File: src/rtl/fp2int_pkg.sv
// Shared types for the float-to-integer converter.
// Assumes at most binary64 operands and at most 64-bit results.
package fp2int_pkg;

    // Width of the result bus.
    localparam int OUT_W   = 64;
    // Mantissa width including the hidden one (binary64 precision).
    localparam int MANT_W  = 53;
    // Signed width that holds any unbiased exponent of either format.
    localparam int EXP_W   = 13;

    // Operand class after decoding.
    typedef enum logic [2:0] {
        CLS_ZERO = 3'd0,
        CLS_TINY = 3'd1,
        CLS_NORM = 3'd2,
        CLS_INF  = 3'd3,
        CLS_NAN  = 3'd4
    } fp_class_e;

    // Format-independent view of an operand: the mantissa is left-aligned,
    // with the hidden one at bit MANT_W-1.
    typedef struct packed {
        logic                     sign;
        fp_class_e                cls;
        logic signed [EXP_W-1:0]  exp;
        logic [MANT_W-1:0]        mant;
    } fp_unpacked_t;

endpackage

File: src/rtl/fp2int_field.sv
// Decodes one IEEE-754 format into the common unpacked view.
// Assumes FRAC_BITS < MANT_W and that the exponent fits in EXP_W signed bits.
module fp2int_field
    import fp2int_pkg::*;
#(
    parameter int EXP_BITS  = 11,
    parameter int FRAC_BITS = 52
) (
    input  logic [EXP_BITS+FRAC_BITS:0] bits,
    output fp_unpacked_t                u
);
    localparam int TOP_BIT = EXP_BITS + FRAC_BITS;
    localparam int BIAS    = (1 << (EXP_BITS - 1)) - 1;
    localparam int PAD_W   = MANT_W - 1 - FRAC_BITS;

    logic [EXP_BITS-1:0]  biased;
    logic [FRAC_BITS-1:0] frac;
    logic                 exp_all0;
    logic                 exp_all1;
    logic                 frac_zero;
    logic [EXP_W-1:0]     biased_ext;

    assign biased     = bits[TOP_BIT-1:FRAC_BITS];
    assign frac       = bits[FRAC_BITS-1:0];
    assign exp_all0   = (biased == '0);
    assign exp_all1   = (biased == '1);
    assign frac_zero  = (frac == '0);
    assign biased_ext = {{(EXP_W-EXP_BITS){1'b0}}, biased};

    // Sort the encoding into a class and build the aligned magnitude.
    always_comb begin
        u.sign = bits[TOP_BIT];
        u.exp  = $signed(biased_ext - EXP_W'(BIAS));
        u.mant = {1'b1, frac, {PAD_W{1'b0}}};
        if (exp_all1) begin
            u.cls = frac_zero ? CLS_INF : CLS_NAN;
        end else if (exp_all0) begin
            u.cls = frac_zero ? CLS_ZERO : CLS_TINY;
        end else begin
            u.cls = CLS_NORM;
        end
    end

endmodule

File: src/rtl/fp2int_unpack.sv
// Decodes the operand bus in both supported formats and selects one.
// Assumes binary32 operands sit in the low 32 bits of the bus.
module fp2int_unpack
    import fp2int_pkg::*;
#(
    parameter int BUS_W = 64
) (
    input  logic [BUS_W-1:0] operand,
    input  logic             dbl,
    output fp_unpacked_t     u
);
    localparam int NFMT = 2;
    localparam int FMT_EXP  [NFMT] = '{8, 11};
    localparam int FMT_FRAC [NFMT] = '{23, 52};

    fp_unpacked_t dec [NFMT];

    // One decoder per supported format, each reading the low bits it needs.
    for (genvar g = 0; g < NFMT; g++) begin : g_fmt
        localparam int FW = FMT_EXP[g] + FMT_FRAC[g] + 1;
        fp2int_field #(
            .EXP_BITS  (FMT_EXP[g]),
            .FRAC_BITS (FMT_FRAC[g])
        ) u_field (
            .bits (operand[FW-1:0]),
            .u    (dec[g])
        );
    end

    // Pick the decode matching the precision select.
    always_comb begin
        u = dbl ? dec[1] : dec[0];
    end

endmodule

File: src/rtl/fp2int_align.sv
// Turns an unpacked operand into a truncated signed integer, saturating
// out-of-range and special operands and flagging them as invalid.
// Assumes the exponent of a normal operand never exceeds OUT_W+MANT_W.
module fp2int_align
    import fp2int_pkg::*;
#(
    parameter int OUT_W_P  = OUT_W,
    parameter int NARROW_W = 32
) (
    input  fp_unpacked_t        u,
    input  logic                wide,
    output logic [OUT_W_P-1:0]  value,
    output logic                invalid
);
    localparam int SH_W   = $clog2(OUT_W_P);
    localparam int FRAC_P = MANT_W - 1;
    localparam logic [OUT_W_P-1:0] MIN_WIDE   = {1'b1, {(OUT_W_P-1){1'b0}}};
    localparam logic [OUT_W_P-1:0] MIN_NARROW =
        {{(OUT_W_P-NARROW_W+1){1'b1}}, {(NARROW_W-1){1'b0}}};
    localparam logic [MANT_W-1:0] UNIT_MANT = {1'b1, {(MANT_W-1){1'b0}}};

    logic signed [EXP_W-1:0] limit;
    logic [OUT_W_P-1:0]      sat_min;
    logic [OUT_W_P-1:0]      sat_max;
    logic                    exact_min;
    logic                    too_big;
    logic                    frac_part;
    logic [SH_W-1:0]         sh_right;
    logic [SH_W-1:0]         sh_left;
    logic [OUT_W_P-1:0]      mant_ext;
    logic [OUT_W_P-1:0]      mag;
    logic [OUT_W_P-1:0]      signed_val;
    logic [OUT_W_P-1:0]      fitted;

    // Width-dependent limits and saturation codes.
    always_comb begin
        limit   = wide ? EXP_W'(OUT_W_P - 1) : EXP_W'(NARROW_W - 1);
        sat_min = wide ? MIN_WIDE : MIN_NARROW;
        sat_max = ~sat_min;
    end

    // Range tests on the exponent, with the exact-minimum exception.
    always_comb begin
        exact_min = u.sign && (u.exp == limit) && (u.mant == UNIT_MANT);
        too_big   = (u.exp >= limit) && !exact_min;
        frac_part = (u.exp < 0);
    end

    // Align the mantissa so its binary point sits at bit 0.
    always_comb begin
        mant_ext = {{(OUT_W_P-MANT_W){1'b0}}, u.mant};
        sh_right = SH_W'(FRAC_P) - u.exp[SH_W-1:0];
        sh_left  = u.exp[SH_W-1:0] - SH_W'(FRAC_P);
        if (u.exp > EXP_W'(FRAC_P)) begin
            mag = mant_ext << sh_left;
        end else begin
            mag = mant_ext >> sh_right;
        end
    end

    // Apply the sign, then sign-extend when a narrow result is selected.
    always_comb begin
        signed_val = u.sign ? (~mag + 1'b1) : mag;
        if (wide) begin
            fitted = signed_val;
        end else begin
            fitted = {{(OUT_W_P-NARROW_W){signed_val[NARROW_W-1]}},
                      signed_val[NARROW_W-1:0]};
        end
    end

    // Choose the final code by operand class.
    always_comb begin
        value   = '0;
        invalid = 1'b0;
        unique case (u.cls)
            CLS_NAN: begin
                value   = sat_min;
                invalid = 1'b1;
            end
            CLS_INF: begin
                value   = u.sign ? sat_min : sat_max;
                invalid = 1'b1;
            end
            CLS_NORM: begin
                if (frac_part) begin
                    value = '0;
                end else if (too_big) begin
                    value   = u.sign ? sat_min : sat_max;
                    invalid = 1'b1;
                end else begin
                    value = fitted;
                end
            end
            default: begin
                value   = '0;
                invalid = 1'b0;
            end
        endcase
    end

endmodule

File: src/rtl/fp2int_outreg.sv
// Single output register with a valid/ready handshake on both sides.
// Assumes the producer's data is combinational from the accepted operand.
module fp2int_outreg #(
    parameter int DATA_W = 65
) (
    input  logic              clk,
    input  logic              rst_n,
    input  logic              up_valid,
    output logic              up_ready,
    input  logic [DATA_W-1:0] up_data,
    output logic              dn_valid,
    input  logic              dn_ready,
    output logic [DATA_W-1:0] dn_data
);
    // Accept when empty or when the held item leaves this cycle.
    assign up_ready = !dn_valid || dn_ready;

    // Occupancy of the register.
    always_ff @(posedge clk) begin
        if (!rst_n) begin
            dn_valid <= 1'b0;
        end else if (up_ready) begin
            dn_valid <= up_valid;
        end
    end

    // Payload capture, frozen while a result waits.
    always_ff @(posedge clk) begin
        if (!rst_n) begin
            dn_data <= '0;
        end else if (up_valid && up_ready) begin
            dn_data <= up_data;
        end
    end

endmodule

File: src/rtl/fp2int_cvt.sv
// Top level: floating-point operand in, truncated signed integer out,
// with one registered stage and valid/ready on both sides.
// Assumes a 64-bit operand bus and a 64-bit result bus.
module fp2int_cvt
    import fp2int_pkg::*;
(
    input  logic             clk,
    input  logic             rst_n,
    input  logic             in_valid,
    output logic             in_ready,
    input  logic             in_dbl,
    input  logic             in_wide,
    input  logic [63:0]      in_operand,
    output logic             out_valid,
    input  logic             out_ready,
    output logic [63:0]      out_value,
    output logic             out_invalid
);
    localparam int PAY_W = OUT_W + 1;

    fp_unpacked_t       unp;
    logic [OUT_W-1:0]   conv_value;
    logic               conv_invalid;
    logic [PAY_W-1:0]   held;

    fp2int_unpack #(.BUS_W(64)) u_unpack (
        .operand (in_operand),
        .dbl     (in_dbl),
        .u       (unp)
    );

    fp2int_align #(.OUT_W_P(OUT_W), .NARROW_W(32)) u_align (
        .u       (unp),
        .wide    (in_wide),
        .value   (conv_value),
        .invalid (conv_invalid)
    );

    fp2int_outreg #(.DATA_W(PAY_W)) u_outreg (
        .clk      (clk),
        .rst_n    (rst_n),
        .up_valid (in_valid),
        .up_ready (in_ready),
        .up_data  ({conv_invalid, conv_value}),
        .dn_valid (out_valid),
        .dn_ready (out_ready),
        .dn_data  (held)
    );

    assign out_value   = held[OUT_W-1:0];
    assign out_invalid = held[OUT_W];

endmodule

File: config.mk
export PLATFORM = sky130hd
export DESIGN_NAME = fp2int_cvt
export DESIGN_NICKNAME = d
export VERILOG_FILES = /design/src/rtl/fp2int_pkg.sv /design/src/rtl/fp2int_field.sv /design/src/rtl/fp2int_unpack.sv /design/src/rtl/fp2int_align.sv /design/src/rtl/fp2int_outreg.sv /design/src/rtl/fp2int_cvt.sv
export SDC_FILE = /design/constraint.sdc
export NUM_CORES = 1
export LEC_CHECK = 0
export ABC_AREA = 1
export BUFFER_PORTS_ARGS = -buffer_cell sky130_fd_sc_hd__buf_4
export CORE_MARGIN = 3
export CORE_UTILIZATION = 35
export DETAILED_ROUTE_END_ITERATION = 6
export SYNTH_ARGS = -nofsm -noshare
export SYNTH_HDL_FRONTEND = slang
export SYNTH_SLANG_ARGS = --single-unit
File: constraint.sdc
create_clock -name clk -period 9.97 [get_ports clk]
set_input_delay 1.994 -clock clk [delete_from_list [all_inputs] [get_ports clk]]
set_output_delay 1.994 -clock clk [all_outputs]
set_load 0.01 [all_outputs]
Word-level counts from Yosys, hierarchy flattened
Index checks and enable logic that the tools add are counted.
{"block": "op_classes", "div_mod_pow": 0, "add_sub_neg": 5, "bitwise_logic": 2, "n_mux": 21, "shift": 2, "multipliers": 0, "n_eq_ne": 7, "order_cmp": 3, "n_reduce_logical": 12}
{"operator": "$mux 64", "count": 6}
{"operator": "$pmux 64 s3", "count": 1}
{"operator": "$not 64->64", "count": 2}
{"operator": "$mux 70", "count": 1}
{"operator": "$add 64x1->64 const B", "count": 1}
{"operator": "$shl 53x6->64", "count": 1}
{"operator": "$shr 53x6->64", "count": 1}
{"operator": "$mux 63", "count": 1}
{"operator": "$eq 53x53->1 const B", "count": 1}
{"operator": "$logic_not 52->1", "count": 1}
{"operator": "$logic_not 23->1", "count": 1}
{"operator": "$eq 13x7->1", "count": 1}
{"operator": "$ge 13x7->1", "count": 1}
{"operator": "$gt 13x7->1 const B", "count": 1}
{"operator": "$lt 13x1->1 const B", "count": 1}
{"operator": "$mux 3", "count": 4}
{"operator": "$sub 11x10->12 const B", "count": 1}
{"operator": "$eq 11x11->1 const B", "count": 1}
{"operator": "$logic_not 11->1", "count": 1}
{"operator": "$sub 8x7->9 const B", "count": 1}
{"operator": "$eq 8x8->1 const B", "count": 1}
{"operator": "$logic_not 8->1", "count": 1}
{"operator": "$eq 3x2->1 const B", "count": 2}
{"operator": "$mux 6", "count": 1}
{"operator": "other kinds (10)", "count": 18}
{"block": "totals", "wordCells": 54, "out_inout_bits": 67, "inputBits": 70, "ramBits": 0, "register_bits": 66, "latch_bits": 0, "n_memories": 0, "romBits": 0}

Longest topological paths before layout
{"block": "logic_depth", "depth_word": 15, "depth_mapped": 40, "depth_no_buf": 35}

Modules after synthesis
A second synthesis with hierarchy kept.
{"block": "hier_totals", "hier_cells": 3371, "area_unflattened_um2": 16627.2}
{"mod": "fp2int_align", "seq_area_each_um2": 0.0, "cells_per_inst": 2436, "area_per_inst_um2": 11011.8, "n_inst": 1}
{"mod": "fp2int_outreg", "seq_area_each_um2": 1321.3, "cells_per_inst": 431, "area_per_inst_um2": 2964.1, "n_inst": 1}
{"mod": "fp2int_field (u_unpack.g_fmt[1].u_field)", "seq_area_each_um2": 0.0, "cells_per_inst": 159, "area_per_inst_um2": 944.7, "n_inst": 1}
{"mod": "fp2int_unpack", "seq_area_each_um2": 0.0, "cells_per_inst": 226, "area_per_inst_um2": 939.7, "n_inst": 1}
{"mod": "fp2int_field (u_unpack.g_fmt[0].u_field)", "seq_area_each_um2": 0.0, "cells_per_inst": 119, "area_per_inst_um2": 767.0, "n_inst": 1}

Least setup slack after synthesis
No wires, ideal clock.
{"block": "synth_path", "path_kind": "input to register", "from": "in in_operand[52]", "to": "reg u_outreg.dn_data[60]", "required_time_ns": 9.835, "setup_time_ns": 0.135, "t_arrival_ns": 6.000, "cell_stages": 38, "setup_slack_ns": 3.836, "n_path_buf": 6, "cell_sequence": "buf_4 inv_4 ha_1 nand2_1 nand2_1 buf_2 buf_2 buf_2 ha_1 clkbuf_1 inv_2 buf_1 nand2_1 nand2_1 nand2_1 nand2_1 nand2_1 nand3_1 [2 not listed] nand3_1 nand2_1 ha_1 nand2_1 nor2_1 nand2_1 nand2_1 nand2_1 nor2_1 nand3_1 nand2_1 nand3_1 nand2_1 nand2_1 nand2_1 nand2_1 nand2_1 a21oi_2"}
{"block": "synth_between", "elab_chain_len": 12, "word_cells_on_any_way": 29, "classes_between": "4 x add/sub; 3 x order compare; 5 x eq/ne; 2 x shift; 9 x mux; 1 x bitwise; 5 x reduce/logical"}
{"item": "start: declaration", "line": "fp2int_cvt.sv:13", "source": "input logic [63:0] in_operand,"}
{"item": "$sub 11x10->12", "line": "fp2int_field.sv:33", "source": "u.exp = $signed(biased_ext - EXP_W'(BIAS));"}
{"item": "$mux 70 (*)", "line": "fp2int_unpack.sv:32", "source": "u = dbl ? dec[1] : dec[0];"}
{"item": "$sub 6x6->6, on equally long branches", "line": "fp2int_align.sv:52, fp2int_align.sv:53"}
{"item": "$shr 53x6->64 or $shl 53x6->64 (tied branches)", "line": "fp2int_align.sv:57, fp2int_align.sv:55"}
{"item": "$mux 64", "line": "fp2int_align.sv:54", "source": "if (u.exp > EXP_W'(FRAC_P)) begin"}
{"item": "$not 64->64", "line": "fp2int_align.sv:63", "source": "signed_val = u.sign ? (~mag + 1'b1) : mag;"}
{"item": "$add 64x1->64", "line": "fp2int_align.sv:63"}
{"item": "$mux 64", "line": "fp2int_align.sv:63"}
{"item": "$mux 64", "line": "fp2int_align.sv:64", "source": "if (wide) begin"}
{"item": "$mux 64", "line": "fp2int_align.sv:88", "source": "end else if (too_big) begin"}
{"item": "$mux 64", "line": "fp2int_align.sv:86", "source": "if (frac_part) begin"}
{"item": "$pmux 64 s3 (*)", "line": "fp2int_align.sv:76", "source": "unique case (u.cls)"}
{"item": "end signal: assignment", "line": "fp2int_outreg.sv:32", "source": "dn_data <= up_data;"}
{"item": "end: declaration", "line": "fp2int_outreg.sv:13", "source": "output logic [DATA_W-1:0] dn_data"}
Mark *: on every way between the ends. The rest lies on a longest branch, timed or not.
A chain may end at the register's enable or synchronous reset.

Final worst setup path
{"block": "layout_path", "from": "in in_dbl", "to": "reg u_outreg.dn_data[58]"}
{"block": "layout_between", "elab_chain_len": 11, "word_cells_on_any_way": 26, "classes_between": "3 x add/sub; 3 x order compare; 5 x eq/ne; 2 x shift; 8 x mux; 1 x bitwise; 4 x reduce/logical"}
{"item": "start: declaration", "line": "fp2int_cvt.sv:11", "source": "input logic in_dbl,"}
{"item": "$mux 70 (*)", "line": "fp2int_unpack.sv:32"}
{"item": "$sub 6x6->6, on equally long branches", "line": "fp2int_align.sv:52, fp2int_align.sv:53"}
{"item": "$shr 53x6->64 or $shl 53x6->64 (tied branches)", "line": "fp2int_align.sv:57, fp2int_align.sv:55"}
{"item": "$mux 64", "line": "fp2int_align.sv:54"}
{"item": "$not 64->64", "line": "fp2int_align.sv:63"}
{"item": "$add 64x1->64", "line": "fp2int_align.sv:63"}
{"item": "$mux 64", "line": "fp2int_align.sv:63"}
{"item": "$mux 64", "line": "fp2int_align.sv:64"}
{"item": "$mux 64", "line": "fp2int_align.sv:88"}
{"item": "$mux 64", "line": "fp2int_align.sv:86"}
{"item": "$pmux 64 s3 (*)", "line": "fp2int_align.sv:76"}
Marks and branches as above.

==> results.md <==
- Status: completed
- Clk network pwr share: 13.8%
- Total track usage: 29.9%
- Vias/cell: 5.78
- Clock slew at the register clock pins of the worst setup and hold paths: approximately 0.060 ns
- Antenna fix cells: 0
- Final Util: around two fifths
- Starting Density: 35.7%
- Syn_nets: ~3,100
- Max Cap Viol: 0
- CP dominant cell by count: nand2_1
- Internal power: 976 µW
- Worst-path fanout max: between 70 and 80
- Buffers on Ports: roughly 140
- CTS buffer count: 9
- Combinational share of power: 74.0%
- Static leakage power: 0.00844 µW
- Clock buffer depth: 2
- GPL Wtd Cong: roughly 1.0
- Vias in the first global route: between 15,000 and 20,000
- Multi-input logic area: between 0.01 and 0.015 mm²
- Area grow syn2layout: 7.38%
- Final clock skew: 0.0163 ns
- Net Sw Frac: 59.6%
- Worst Tran Pin Value: 1.13 ns
- Final worst-path cycle share: approximately four fifths
- Mux cell area share after synthesis: less than 1%
- Routed Antenna Nets: 0
- Die area: 0.0456 mm²
- Slew HR: 24.2%
- Gate Count Post-Synth: approximately 3,100
- Final setup violation count: 0
- Initial DRT Pass Iterations: 6
- Final WL: ~70 mm
- Worst path slowest cell: nand2_1
- Core area: ~0.042 mm²
- Global-route wire length before repair: 107 mm
- TritonCTS clock tree: built
- Number of synthesized register bits: 66
- Ys Warns: 0
- Min Tclk post-route: 7.89 ns
- Rows: 75
- Die height: between 200 and 250 µm
- Syn_area_per_cell: ~4.9 µm²
- H-tree levels: 3
- DP HPWL: about 55 mm
- Fin. max-slew vios: 0
- Skew-Pair Late Insertion Delay: approximately 0.34 ns
- Remaining DRCs: 0
- Largest net degree at the start of global routing: 76
- Sequential area share after synthesis: 8.77%
- DR WL/cell: 19.6 µm
- Fillcell total: around 5,000
- Fin. Hold Viols: 0
- Placed cells: 3,571
- Clk sinks: 66
- Post-CTS Setup Inserts: 0
- Drt first-iter violations: between 3,000 and 4,000
- Share of cells above drive strength 1: 10.2%
- Net Sw Power: 1440 µW
- Max VDD drop: 0.0796 mV
- Largest family of logic cells by synthesized area: simple AND/OR/NAND/NOR gates
- Synth cell types: 44
- Yosys top cell by area: nand2_1
- PD cells: 149 mW/mm²
- Compound-Gate Fraction of Synth Area: 8.15%
- Required @ worst endpoint: 10.24 ns
- Initial antenna violation count: 0
- CP arrival: between 8 and 9 ns
- Gates resized, CTS repair: 0
- WS Path Type: in2reg
- CP Launch Type: primary input
- Die X: about 210 µm
- Peak Freq: 0.127 GHz
- Total number of vias: approximately 21,000
- Synth Area in Simple Gates: 70.2%
- Post-Synth XOR/XNOR Area: less than 1%
- Hold-fix buffers, CTS: 0
- Post-synth top area share: 33.0%
- Overflow after GRT: 0
- Clk Tree Root Cell: clkbuf_16
- Ports: between 100 and 150
- Setup crit end kind: flip-flop
- Adder-Cell Fraction of Synth Area: 1.08%
- Reg area: 0.00132 mm²
- Nets@finish: approximately 3,100
- Total Power: 2420 µW
- CP max stage delay: 0.65 ns
- HP Class: reg2reg
- Mapped Area: 0.0151 mm²
- Final setup TNS: 0 ns
- Sequential fraction of design power: 12.2%
- RSZ-0062 raised after global routing: no
- Top cells by area, synth: nand2_1 (33%), nand3_1 (26%), dfxtp_1 (8.8%)
- Layout Cells excl Fill: 3,587
[Yosys cell counts (all sizes together)]
cell and count:
nor3 19, o21bai 1, nand3 807, o31ai 7
clkbuf 61, xnor2 1, a21oi 123, mux2i 1
inv 152, a211oi 1, a31oi 1, dfxtp 66
a21o 2, o211ai 3, ha 13, o21ai 69
nand4 44, or2 2, nor4 9, nand3b 3
o2111ai 1, nor2 180, nand2 1360, buf 136
xor2 2, or4 1, o41ai 1
[layer usage]
| metal | share of wire, % | up-vias | routed length [µm] | global-route usage, % |
|---|---|---|---|---|
| met5 | 0 | - | 0 | 0 |
| li1 | - | 10100 | - | - |
| met3 | 11 | 151 | 7680 | 5.65 |
| met4 | 3.8 | 0 | 2630 | 9.25 |
| met2 | 42 | 1182 | 29700 | 45.6 |
| met1 | 43 | 9350 | 30200 | 42.6 |
[cells in the final DEF, fill, tap and decap left out, types with 27 or more instances in the layout]
| master | netlist | final |
|---|---|---|
| buf_4 | 19 | 162 |
| nand2_2 | 25 | 27 |
| nand4_1 | 44 | 44 |
| o21ai_0 | 56 | 56 |
| nand2_1 | 1326 | 1324 |
| nand3_1 | 797 | 797 |
| inv_1 | 136 | 133 |
| a21oi_2 | 30 | 32 |
| a21oi_1 | 93 | 91 |
| nor2_1 | 159 | 158 |
| dfxtp_1 | 66 | 66 |
[stage by stage]
stage / setup WS (ns) / cell area [µm²] / hold WS [ns]
2_1_floorplan: 3.84 / 15100 / 0.490
3_3_place_gp: 2.04 / 15900 / 0.455
3_5_place_dp: 1.98 / 15900 / 0.458
4_1_cts: 2.34 / 16200 / 0.468
5_1_grt: 1.42 / 16200 / 0.489
6_report: 2.08 / 16200 / 0.465
[worst paths after layout]
path	startpoint	end	slack [ns]	cells after the start
min reg2reg	u_outreg.dn_data[6]$_SDFFE_PN0P_	u_outreg.dn_data[6]$_SDFFE_PN0P_	0.46	2
min	u_outreg.dn_data[6]$_SDFFE_PN0P_	u_outreg.dn_data[6]$_SDFFE_PN0P_	0.46	2
max reg2reg	u_outreg.dn_valid$_SDFFE_PN0N_	u_outreg.dn_data[64]$_SDFFE_PN0P_	7.74	6
max	in_dbl	u_outreg.dn_data[58]$_SDFFE_PN0P_	2.08	33
[layout make-up]
type                    instances  share of cell area [%]
clock buffers                   9                    1.39
clock inverters                 7                   0.479
inverters                     152                    3.56
multi-input cells            2651                    74.6
flip-flops and latches         66                    8.17
well taps                     539                    4.17
repair buffers                163                    7.64
[critical path: cells and delay by family]
family                   cells  cell delay [ns]
AND/OR/NAND/NOR             25             3.80
AO/OA/AOI/OAI                1             0.14
buffers and inverters        5             1.69
adder cells (fa/ha/maj)      2             0.48
[power by group through the flow]
| stage | Sequential (µW) | Clock (µW) | Combinational (µW) |
|---|---|---|---|
| after floorplan | 309 | 0 | 1260 |
| after CTS | 296 | 337 | 1730 |
| after global routing | 298 | 350 | 1970 |
| after detailed placement | 302 | 0 | 1720 |
| after global placement | 301 | 0 | 1730 |
| final | 295 | 333 | 1790 |
[kinds of logic after synthesis]
group           count (synthesis)
xor+xnor                        3
simple gates                 2425
fa+ha+maj                      13
compound gates                209
buf+inv                       349
flops                          66
mux                             1
[registers in the layout (all words and copies together) (netlist names)]
signal,count
u_outreg.dn_data,65
u_outreg.dn_valid,1
No activity file was read; power rests on OpenSTA's default activity.
